File: config.mk
export PLATFORM = sky130hd
export DESIGN_NAME = pwr_ctl_sfr
export DESIGN_NICKNAME = d
export VERILOG_FILES = /design/src/rtl/pwrctl_pkg.sv /design/src/rtl/pwr_mode_ctl.sv /design/src/rtl/pwr_flag_regs.sv /design/src/rtl/ser_bit7_steer.sv /design/src/rtl/pwr_ctl_sfr.sv
export SDC_FILE = /design/constraint.sdc
export NUM_CORES = 1
export LEC_CHECK = 0
export CORE_UTILIZATION = 25
export CTS_CLUSTER_SIZE = 20
export DETAILED_ROUTE_END_ITERATION = 7
export PLACE_DENSITY = 0.67
export SLEW_MARGIN = 40
export SYNTH_ARGS = -nofsm -noshare
export SYNTH_HDL_FRONTEND = slang
export SYNTH_SLANG_ARGS = --single-unit
File: constraint.sdc
create_clock -name clk -period 4.26 [get_ports clk]
set_clock_uncertainty 0.05 [all_clocks]
set_input_delay 0.852 -clock clk [delete_from_list [all_inputs] [get_ports clk]]
set_output_delay 0.852 -clock clk [all_outputs]
set_load 0.02 [all_outputs]
File: src/rtl/pwrctl_pkg.sv
// Package pwrctl_pkg
// Shared constants for the power control register. The bit positions are
// fixed because software decodes them; the address is the default decode.
package pwrctl_pkg;
    localparam int unsigned PC_DATA_W   = 8;
    localparam int unsigned PC_ADDR_W   = 8;
    localparam int unsigned BIT_IDL     = 0;
    localparam int unsigned BIT_PD      = 1;
    localparam int unsigned BIT_GF_LO   = 2;
    localparam int unsigned BIT_POF     = 4;
    localparam int unsigned BIT_RSV     = 5;
    localparam int unsigned BIT_SEL     = 6;
    localparam int unsigned BIT_BAUD    = 7;
    localparam int unsigned NUM_GPF     = 2;

    typedef struct packed {
        logic                baud;
        logic                sel;
        logic                pof;
        logic [NUM_GPF-1:0]  gpf;
        logic                pd;
        logic                idl;
    } pwr_fields_t;
endpackage

File: src/rtl/pwr_mode_ctl.sv
// Module pwr_mode_ctl
// Holds the powerdown and idle request bits. A taken interrupt or a reset
// clears both, and the clear beats a software write in the same cycle. The
// request outputs are registered from the next-state values, with powerdown
// masking idle.
// Assumes: irq_taken is a single-cycle pulse synchronous to clk.
module pwr_mode_ctl (
    input  logic clk,
    input  logic rst_n,
    input  logic wr_hit,
    input  logic wr_pd,
    input  logic wr_idl,
    input  logic irq_taken,
    output logic pd_q,
    output logic idl_q,
    output logic idle_req,
    output logic pdown_req
);
    logic pd_d;
    logic idl_d;

    // Next state: the hardware clear wins, then the software write, else hold.
    always_comb begin
        pd_d  = pd_q;
        idl_d = idl_q;
        if (irq_taken) begin
            pd_d  = 1'b0;
            idl_d = 1'b0;
        end else if (wr_hit) begin
            pd_d  = wr_pd;
            idl_d = wr_idl;
        end
    end

    // Mode bit storage and registered requests, with powerdown taking precedence.
    always_ff @(posedge clk) begin
        if (!rst_n) begin
            pd_q      <= 1'b0;
            idl_q     <= 1'b0;
            pdown_req <= 1'b0;
            idle_req  <= 1'b0;
        end else begin
            pd_q      <= pd_d;
            idl_q     <= idl_d;
            pdown_req <= pd_d;
            idle_req  <= idl_d & ~pd_d;
        end
    end
endmodule

File: src/rtl/pwr_flag_regs.sv
// Module pwr_flag_regs
// Holds the baud-double bit, the steer-select bit, the general flags and the
// power-off flag. The power-off flag has no reset: only the supply detector
// pulse (which has priority) or a software write changes it.
// Assumes: pwr_up is a single-cycle pulse synchronous to clk.
module pwr_flag_regs #(
    parameter int unsigned NUM_GPF = 2
) (
    input  logic               clk,
    input  logic               rst_n,
    input  logic               wr_hit,
    input  logic               wr_baud,
    input  logic               wr_sel,
    input  logic               wr_pof,
    input  logic [NUM_GPF-1:0] wr_gpf,
    input  logic               pwr_up,
    output logic               baud_q,
    output logic               sel_q,
    output logic               pof_q,
    output logic [NUM_GPF-1:0] gpf_q
);
    // Serial control bits: cleared by reset, loaded by a matching write.
    always_ff @(posedge clk) begin
        if (!rst_n) begin
            baud_q <= 1'b0;
            sel_q  <= 1'b0;
        end else if (wr_hit) begin
            baud_q <= wr_baud;
            sel_q  <= wr_sel;
        end
    end

    // One plain storage flop for each general-purpose flag.
    for (genvar g = 0; g < NUM_GPF; g++) begin : g_gpf
        always_ff @(posedge clk) begin
            if (!rst_n) begin
                gpf_q[g] <= 1'b0;
            end else if (wr_hit) begin
                gpf_q[g] <= wr_gpf[g];
            end
        end
    end

    // Power-off flag: the detector pulse wins, and reset does not touch it.
    always_ff @(posedge clk) begin
        if (pwr_up) begin
            pof_q <= 1'b1;
        end else if (wr_hit) begin
            pof_q <= wr_pof;
        end
    end
endmodule

File: src/rtl/ser_bit7_steer.sv
// Module ser_bit7_steer
// Routes accesses at serial control bit 7 to either the framing-error flag
// or the mode bit 0, using the current steer-select value. Purely
// combinational; both storage bits stay in the serial port.
module ser_bit7_steer (
    input  logic sel,
    input  logic scon_wr,
    input  logic fe_in,
    input  logic sm0_in,
    output logic rdata,
    output logic fe_we,
    output logic sm0_we
);
    // Read mux and the split write enables.
    always_comb begin
        rdata  = sel ? fe_in : sm0_in;
        fe_we  = scon_wr & sel;
        sm0_we = scon_wr & ~sel;
    end
endmodule

File: src/rtl/pwr_ctl_sfr.sv
// Module pwr_ctl_sfr
// Top of the power control register. It decodes the register bus address,
// assembles the read byte (the reserved bit reads 0), and ties together the
// mode, flag and serial steering submodules.
// Assumes: bus strobes and pulses are synchronous to clk; reset is
// synchronous and active low.
module pwr_ctl_sfr #(
    parameter logic [7:0] SFR_ADDR = 8'h87
) (
    input  logic       clk,
    input  logic       rst_n,
    input  logic [7:0] sfr_addr,
    input  logic       sfr_wr,
    input  logic [7:0] sfr_wdata,
    output logic [7:0] sfr_rdata,
    input  logic       irq_taken,
    input  logic       pwr_up,
    output logic       idle_req,
    output logic       pdown_req,
    output logic       baud_dbl,
    input  logic       scon_wr,
    input  logic       fe_in,
    input  logic       sm0_in,
    output logic       scon7_rdata,
    output logic       fe_we,
    output logic       sm0_we
);
    import pwrctl_pkg::*;

    localparam int unsigned GPF_HI = BIT_GF_LO + NUM_GPF - 1;

    logic        addr_hit;
    logic        wr_hit;
    pwr_fields_t fld;

    // Address decode for reads and writes.
    always_comb begin
        addr_hit = (sfr_addr == SFR_ADDR);
        wr_hit   = addr_hit & sfr_wr;
    end

    pwr_mode_ctl u_mode (
        .clk       (clk),
        .rst_n     (rst_n),
        .wr_hit    (wr_hit),
        .wr_pd     (sfr_wdata[BIT_PD]),
        .wr_idl    (sfr_wdata[BIT_IDL]),
        .irq_taken (irq_taken),
        .pd_q      (fld.pd),
        .idl_q     (fld.idl),
        .idle_req  (idle_req),
        .pdown_req (pdown_req)
    );

    pwr_flag_regs #(
        .NUM_GPF (NUM_GPF)
    ) u_flags (
        .clk     (clk),
        .rst_n   (rst_n),
        .wr_hit  (wr_hit),
        .wr_baud (sfr_wdata[BIT_BAUD]),
        .wr_sel  (sfr_wdata[BIT_SEL]),
        .wr_pof  (sfr_wdata[BIT_POF]),
        .wr_gpf  (sfr_wdata[GPF_HI:BIT_GF_LO]),
        .pwr_up  (pwr_up),
        .baud_q  (fld.baud),
        .sel_q   (fld.sel),
        .pof_q   (fld.pof),
        .gpf_q   (fld.gpf)
    );

    ser_bit7_steer u_steer (
        .sel     (fld.sel),
        .scon_wr (scon_wr),
        .fe_in   (fe_in),
        .sm0_in  (sm0_in),
        .rdata   (scon7_rdata),
        .fe_we   (fe_we),
        .sm0_we  (sm0_we)
    );

    // Read byte assembly; zero when the address does not match.
    always_comb begin
        sfr_rdata = '0;
        if (addr_hit) begin
            sfr_rdata[BIT_BAUD]          = fld.baud;
            sfr_rdata[BIT_SEL]           = fld.sel;
            sfr_rdata[BIT_RSV]           = 1'b0;
            sfr_rdata[BIT_POF]           = fld.pof;
            sfr_rdata[GPF_HI:BIT_GF_LO]  = fld.gpf;
            sfr_rdata[BIT_PD]            = fld.pd;
            sfr_rdata[BIT_IDL]           = fld.idl;
        end
    end

    // Baud-double output straight from storage.
    always_comb baud_dbl = fld.baud;
endmodule

==> results of run 1 <==
[cell usage after synthesis (all sizes together)]
| cell type | count |
|---|---|
| and2 | 8 |
| buf | 1 |
| clkbuf | 1 |
| conb | 1 |
| dfxtp | 8 |
| inv | 1 |
| mux2 | 2 |
| mux2i | 7 |
| nand2 | 8 |
| nand3b | 4 |
| nand4bb | 2 |
| nor2 | 3 |
| nor2b | 1 |
| nor3 | 1 |
| nor4bb | 2 |
[cells by family (layout without fill, tap and decap cells)]
family	Yosys count	count (layout)
multiplexers	9	9
AND/OR/NAND/NOR	29	29
flip-flops	8	8
other	1	1
buffers and inverters	3	39
[report_power, final]
group	total [mW]	internal [mW]	leakage [nW]	switching (mW)
clock network	0.0573	0.0322	0.0138	0.0251
registers	0.0749	0.0749	0.0644	0.0000388
logic	0.0336	0.0235	0.228	0.0101
total	0.166	0.131	0.307	0.0353
[per-stage QoR]
stage               instances  util [%]  area (sq um)
finish                    111      49.4           871
global route              111      49.4           871
CTS                       111      49.4           871
detailed placement        108      48.1           848
global placement          108      48.1           848
floorplan                  50         -           478
[layout make-up]
| cell class | count | area, sq um |
|---|---|---|
| tap | 25 | 31.3 |
| inverter | 1 | 3.75 |
| sequential | 8 | 160 |
| clock buffer | 3 | 22.5 |
| fill | 187 | 893 |
| multi-input combinational | 39 | 303 |
| timing repair buffer | 35 | 350 |
[per-layer routing]
layer / GRT usage, % / vias to the layer above / part of all wire, %
met5: 0 / - / 0
li1: - / 241 / -
met2: 17.7 / 30 / 40
met4: 10.6 / 0 / 1.7
met1: 12.3 / 201 / 44
met3: 3.17 / 2 / 15
[how the worst min path moves through the flow]
stage / from / to / slack (ns) / depth (start not counted)
global route: u_flags.gpf_q[1] / u_flags.gpf_q[1] / 0.43 / 2
floorplan: u_flags.gpf_q[0] / u_flags.gpf_q[0] / 0.38 / 2
detailed placement: u_flags.gpf_q[1] / u_flags.gpf_q[1] / 0.40 / 2
global placement: u_flags.gpf_q[0] / u_flags.gpf_q[0] / 0.39 / 2
finish: u_flags.gpf_q[1] / u_flags.gpf_q[1] / 0.40 / 2
CTS: u_flags.gpf_q[1] / u_flags.gpf_q[1] / 0.41 / 2
[state kept, by name, indices dropped and copies added (netlist names)]
| signal | cells |
|---|---|
| u_flags.gpf_q | 2 |
| u_flags.baud_q | 1 |
| u_flags.pof_q | 1 |
| u_flags.sel_q | 1 |
| u_mode.idl_q | 1 |
| u_mode.idle_req | 1 |
| u_mode.pd_q | 1 |
[critical path, cell delays in order]
cell	delay (ns)
clkdlybuf4s50_1	0.40
nand4bb_1	0.26
nor2_1	0.40
and2_1	0.19
clkdlybuf4s50_1	0.60
==> flow_summary.yaml, run 1 <==
setup_path:
  worstSetupStartpoint: "sfr_addr[4]"
  cp.required_ns: 3.36
  crit_end: "sfr_rdata[4]"
  start_kind: "primary input"
  r2r_end: "u_mode.idle_req"
  worst-r2r-setup-slack_ns: 3.35
  endpoint_kind: "primary output"
  path_max_fanout: 7
  cp_data_arrival_time_ns: 2.71
  path_class: "in2out"
  rr_worst_depth: 2
  r2r_start: "u_mode.pd_q"
floorplan:
  ioPinCount: 38
  core_area_sq_um: 1760
  row_count: 15
  dieArea_sq_um: 2090
  start_util_pct: 27.1
  die_x_um: 45.7
  die_y_um: 45.7
timing:
  maxSlewViolCount: 0
  rsz0062_at_grt: "no"
  max-slew-margin-rel_pct: 64.3
  fin_crit_sh_pct: 84.7
  fmax_ghz: 0.277
  fin_hold_ws_ns: 0.403
  worstMarginPinSlew_ns: 0.534
  setup_violations: 0
  setup_ws_ns: 0.650
  tns_ns: 0
  hold_violations: 0
  period_needed_ns: 3.61
pwr:
  p_leak_nw: 0.307
  p_per_area_nw_per_um2: 191
  ir_drop_v: 0.0000947
  power.total_uw: 166
placed_design:
  dp_slack_ns: 0.630
  gp_congestion: 0.669
  dp_hpwl_um: 858
  port_buffers: 35
yosys:
  synthSimpleGateAreaFrac_pct: 42.4
  synth_top_family_by_area: "simple AND/OR/NAND/NOR gates"
  post-synth-top-area-fraction_pct: 33.5
  synth_top_area_cell: "dfxtp_1"
  synth_fa_ha_area_share_pct: 0
  synth-seq-cells: 8
  synthCells: 50
  ys_warn_count: 0
  ys_types: 17
  syn_area_sq_um: 478
  ys_seq_area_share_pct: 33.5
  avgSynthCellArea_sq_um: 9.56
  syn_nets: 74
  synth.top_cells.by_area: "dfxtp_1 (34%), mux2i_1 (15%), and2_1 (10%)"
  synth_mux_area_share_pct: 20.2
  synth_compound_area_share_pct: 0
  synthXorXnorAreaFrac_pct: 0
detailed_routing:
  drcViolationCount: 0
  drtPass1Iterations: 2
  first_iter_violations: 2
  viasPerCell: 4.27
  antenna_left: 0
  wirelength_um: 1130
  avgRoutedWirePerCell_um: 10.2
  vias: 474
finish:
  syn_to_final_growth_pct: 82.2
  final_cell_mix: "clkdlybuf4s50_1 (35), and2_1 (8), nand2_1 (8), dfxtp_1 (8), mux2i_1 (7)"
  nets: 112
  diodes: 0
  drive_above_1_share_pct: 9.30
  layout_commonest_cell: "clkdlybuf4s50_1"
cts:
  root_buffer: "clkbuf_4"
  cts_sinks: 8
  path_clk_slew_ns: 0.05
  post-cts-setup-buffers: 0
  clockBufferDepth: 2
  cts_htree_levels: 1
  cts_buffers: 3
  cts_tree: "yes"
  cts_resized: 0
  holdBufCountCts: 0
  clkLatencyLatePin_ns: 0.25
global_route:
  grt_pass1_vias: 374
  grt.total_usage_pct: 11.4
  grt_max_degree: 15
  antenna_found_initial: 0
  overflow: 0
  grt_pass1_wl_um: 1610
outcome:
  outcome: "completed"
worst_hold_path:
  hp-class: "reg2reg"
flow_run:
  maxCapViolations: 0
No activity file was read; power rests on OpenSTA's default activity.
==> inputs of run 2 (changes only) <==
Settings changed: PLACE_DENSITY 0.67 to 0.69.
Clock period 4.26 ns to 3.1 ns, I/O delays scaled along.
==> run 2 against run 1 <==
Effect of this change:
- power grew 39%
- final area increased by 2.6%
- sequential cell count stayed put
- clock-buffer cell count unchanged
- sequential power increased by 38%
- critical endpoint is now sfr_rdata[6]
- highest routed layer unchanged
==> flow_summary.yaml, run 2 (synthesized netlist as in run 1, its figures left out) <==
global_route:
  grt_max_degree: 15
  overflow: 0
  grt_pass1_wl_um: 1700
  antenna_found_initial: 0
  grt.total_usage_pct: 11.5
  grt_pass1_vias: 422
detailed_routing:
  drcViolationCount: 0
  drtPass1Iterations: 4
  avgRoutedWirePerCell_um: 10.4
  wirelength_um: 1180
  first_iter_violations: 5
  viasPerCell: 4.32
  vias: 493
  antenna_left: 0
cts:
  cts_buffers: 3
  post-cts-setup-buffers: 0
  clockBufferDepth: 2
  cts_resized: 0
  cts_sinks: 8
  path_clk_slew_ns: 0.06
  cts_htree_levels: 1
  holdBufCountCts: 0
  clkLatencyLatePin_ns: 0.25
  cts_tree: "yes"
  root_buffer: "clkbuf_4"
finish:
  syn_to_final_growth_pct: 86.9
  layout_commonest_cell: "clkdlybuf4s50_1"
  multi_input_area_sq_um: 303
  fillCellCount: 183
  fin_area_sq_um: 893
  final_cell_mix: "clkdlybuf4s50_1 (35), and2_1 (8), nand2_1 (8), dfxtp_1 (8), mux2i_1 (7)"
  nets: 115
  drive_above_1_share_pct: 12.4
  largest_reg_flops: 2
  seq_area_sq_um: 160
  diodes: 0
  regMostFlops: "u_flags.gpf_q"
timing:
  maxSlewViolCount: 0
  worstMarginPinSlew_ns: 0.532
  period_needed_ns: 2.98
  fin_hold_ws_ns: 0.403
  fmax_ghz: 0.336
  rsz0062_at_grt: "no"
  setup_violations: 0
  hold_violations: 0
  max-slew-margin-rel_pct: 64.4
  fin_crit_sh_pct: 96.0
  tns_ns: 0
flow_run:
  maxCapViolations: 0
pwr:
  seqPwrFrac_pct: 44.8
  sw_frac_of_total_pct: 21.7
  clkPwrFrac_pct: 34.7
  combinationalPowerShare_pct: 20.5
  p_int_uw: 180
  power_switching_uw: 49.8
  ir_drop_v: 0.000163
  p_per_area_nw_per_um2: 257
  p_leak_nw: 0.322
placed_design:
  port_buffers: 35
  dp_hpwl_um: 953
  gp_congestion: 0.638
  postPlaceCellArea_sq_um: 871
outcome:
  outcome: "completed"
floorplan:
  ioPinCount: 38
  dieArea_sq_um: 2090
  core_area_sq_um: 1760
  die_y_um: 45.7
  start_util_pct: 27.1
  die_x_um: 45.7
  row_count: 15
worst_hold_path:
  hp-class: "reg2reg"
setup_path:
  start_kind: "primary input"
  endpoint_kind: "primary output"
  worst-r2r-setup-slack_ns: 2.19
  path_class: "in2out"
  path_max_fanout: 5
  cp.required_ns: 2.43
  cp_data_arrival_time_ns: 2.31
==> run 2: layout make-up <==
class,count,share of cell area [%]
Timing Repair Buffer,38,41.7
Sequential cell,8,17.9
Inverter,1,0.420
Multi-Input combinational cell,39,33.9
Tap cell,25,3.50
Clock buffer,3,2.52
==> run 2: power by group through the flow <==
stage / Sequential (mW) / Clock [mW] / Combinational, mW
6_report: 0.103 / 0.0799 / 0.0470
5_1_grt: 0.103 / 0.0899 / 0.0499
4_1_cts: 0.103 / 0.0849 / 0.0474
3_5_place_dp: 0.105 / 0 / 0.0472
3_3_place_gp: 0.105 / 0 / 0.0465
2_1_floorplan: 0.105 / 0 / 0.0141
==> run 2: worst max-delay path, stage by stage <==
cell             delay, ns
clkdlybuf4s50_1       0.40
nand4bb_4             0.24
nor2_1                0.16
buf_4                 0.15
and2_1                0.13
clkdlybuf4s50_1       0.60
==> run 2: routing by layer <==
metal / wire (um) / global-route usage (%)
met5: 0 / 0
met4: 17 / 8.82
met3: 156 / 2.38
met2: 517 / 18.9
met1: 491 / 12.8
==> run 2: final timing paths <==
check,start,to,cells past startpoint
min reg2reg,u_flags.gpf_q[1],u_flags.gpf_q[1],2
max,sfr_addr[6],sfr_rdata[6],6
min,u_flags.gpf_q[1],u_flags.gpf_q[1],2
max reg2reg,u_mode.pd_q,u_mode.idle_req,2
==> run 2: stage by stage <==
| stage | utilization, % | setup slack (ns) | std cells | power [mW] |
|---|---|---|---|---|
| final | 50.6 | 0.125 | 114 | 0.230 |
| after global routing | 50.6 | 0.0555 | 114 | 0.243 |
| after CTS | 50.6 | 0.102 | 114 | 0.235 |
| after detailed placement | 49.4 | 0.101 | 111 | 0.152 |
| after global placement | 49.4 | 0.108 | 111 | 0.152 |
| after floorplan | - | 1.09 | 50 | 0.119 |
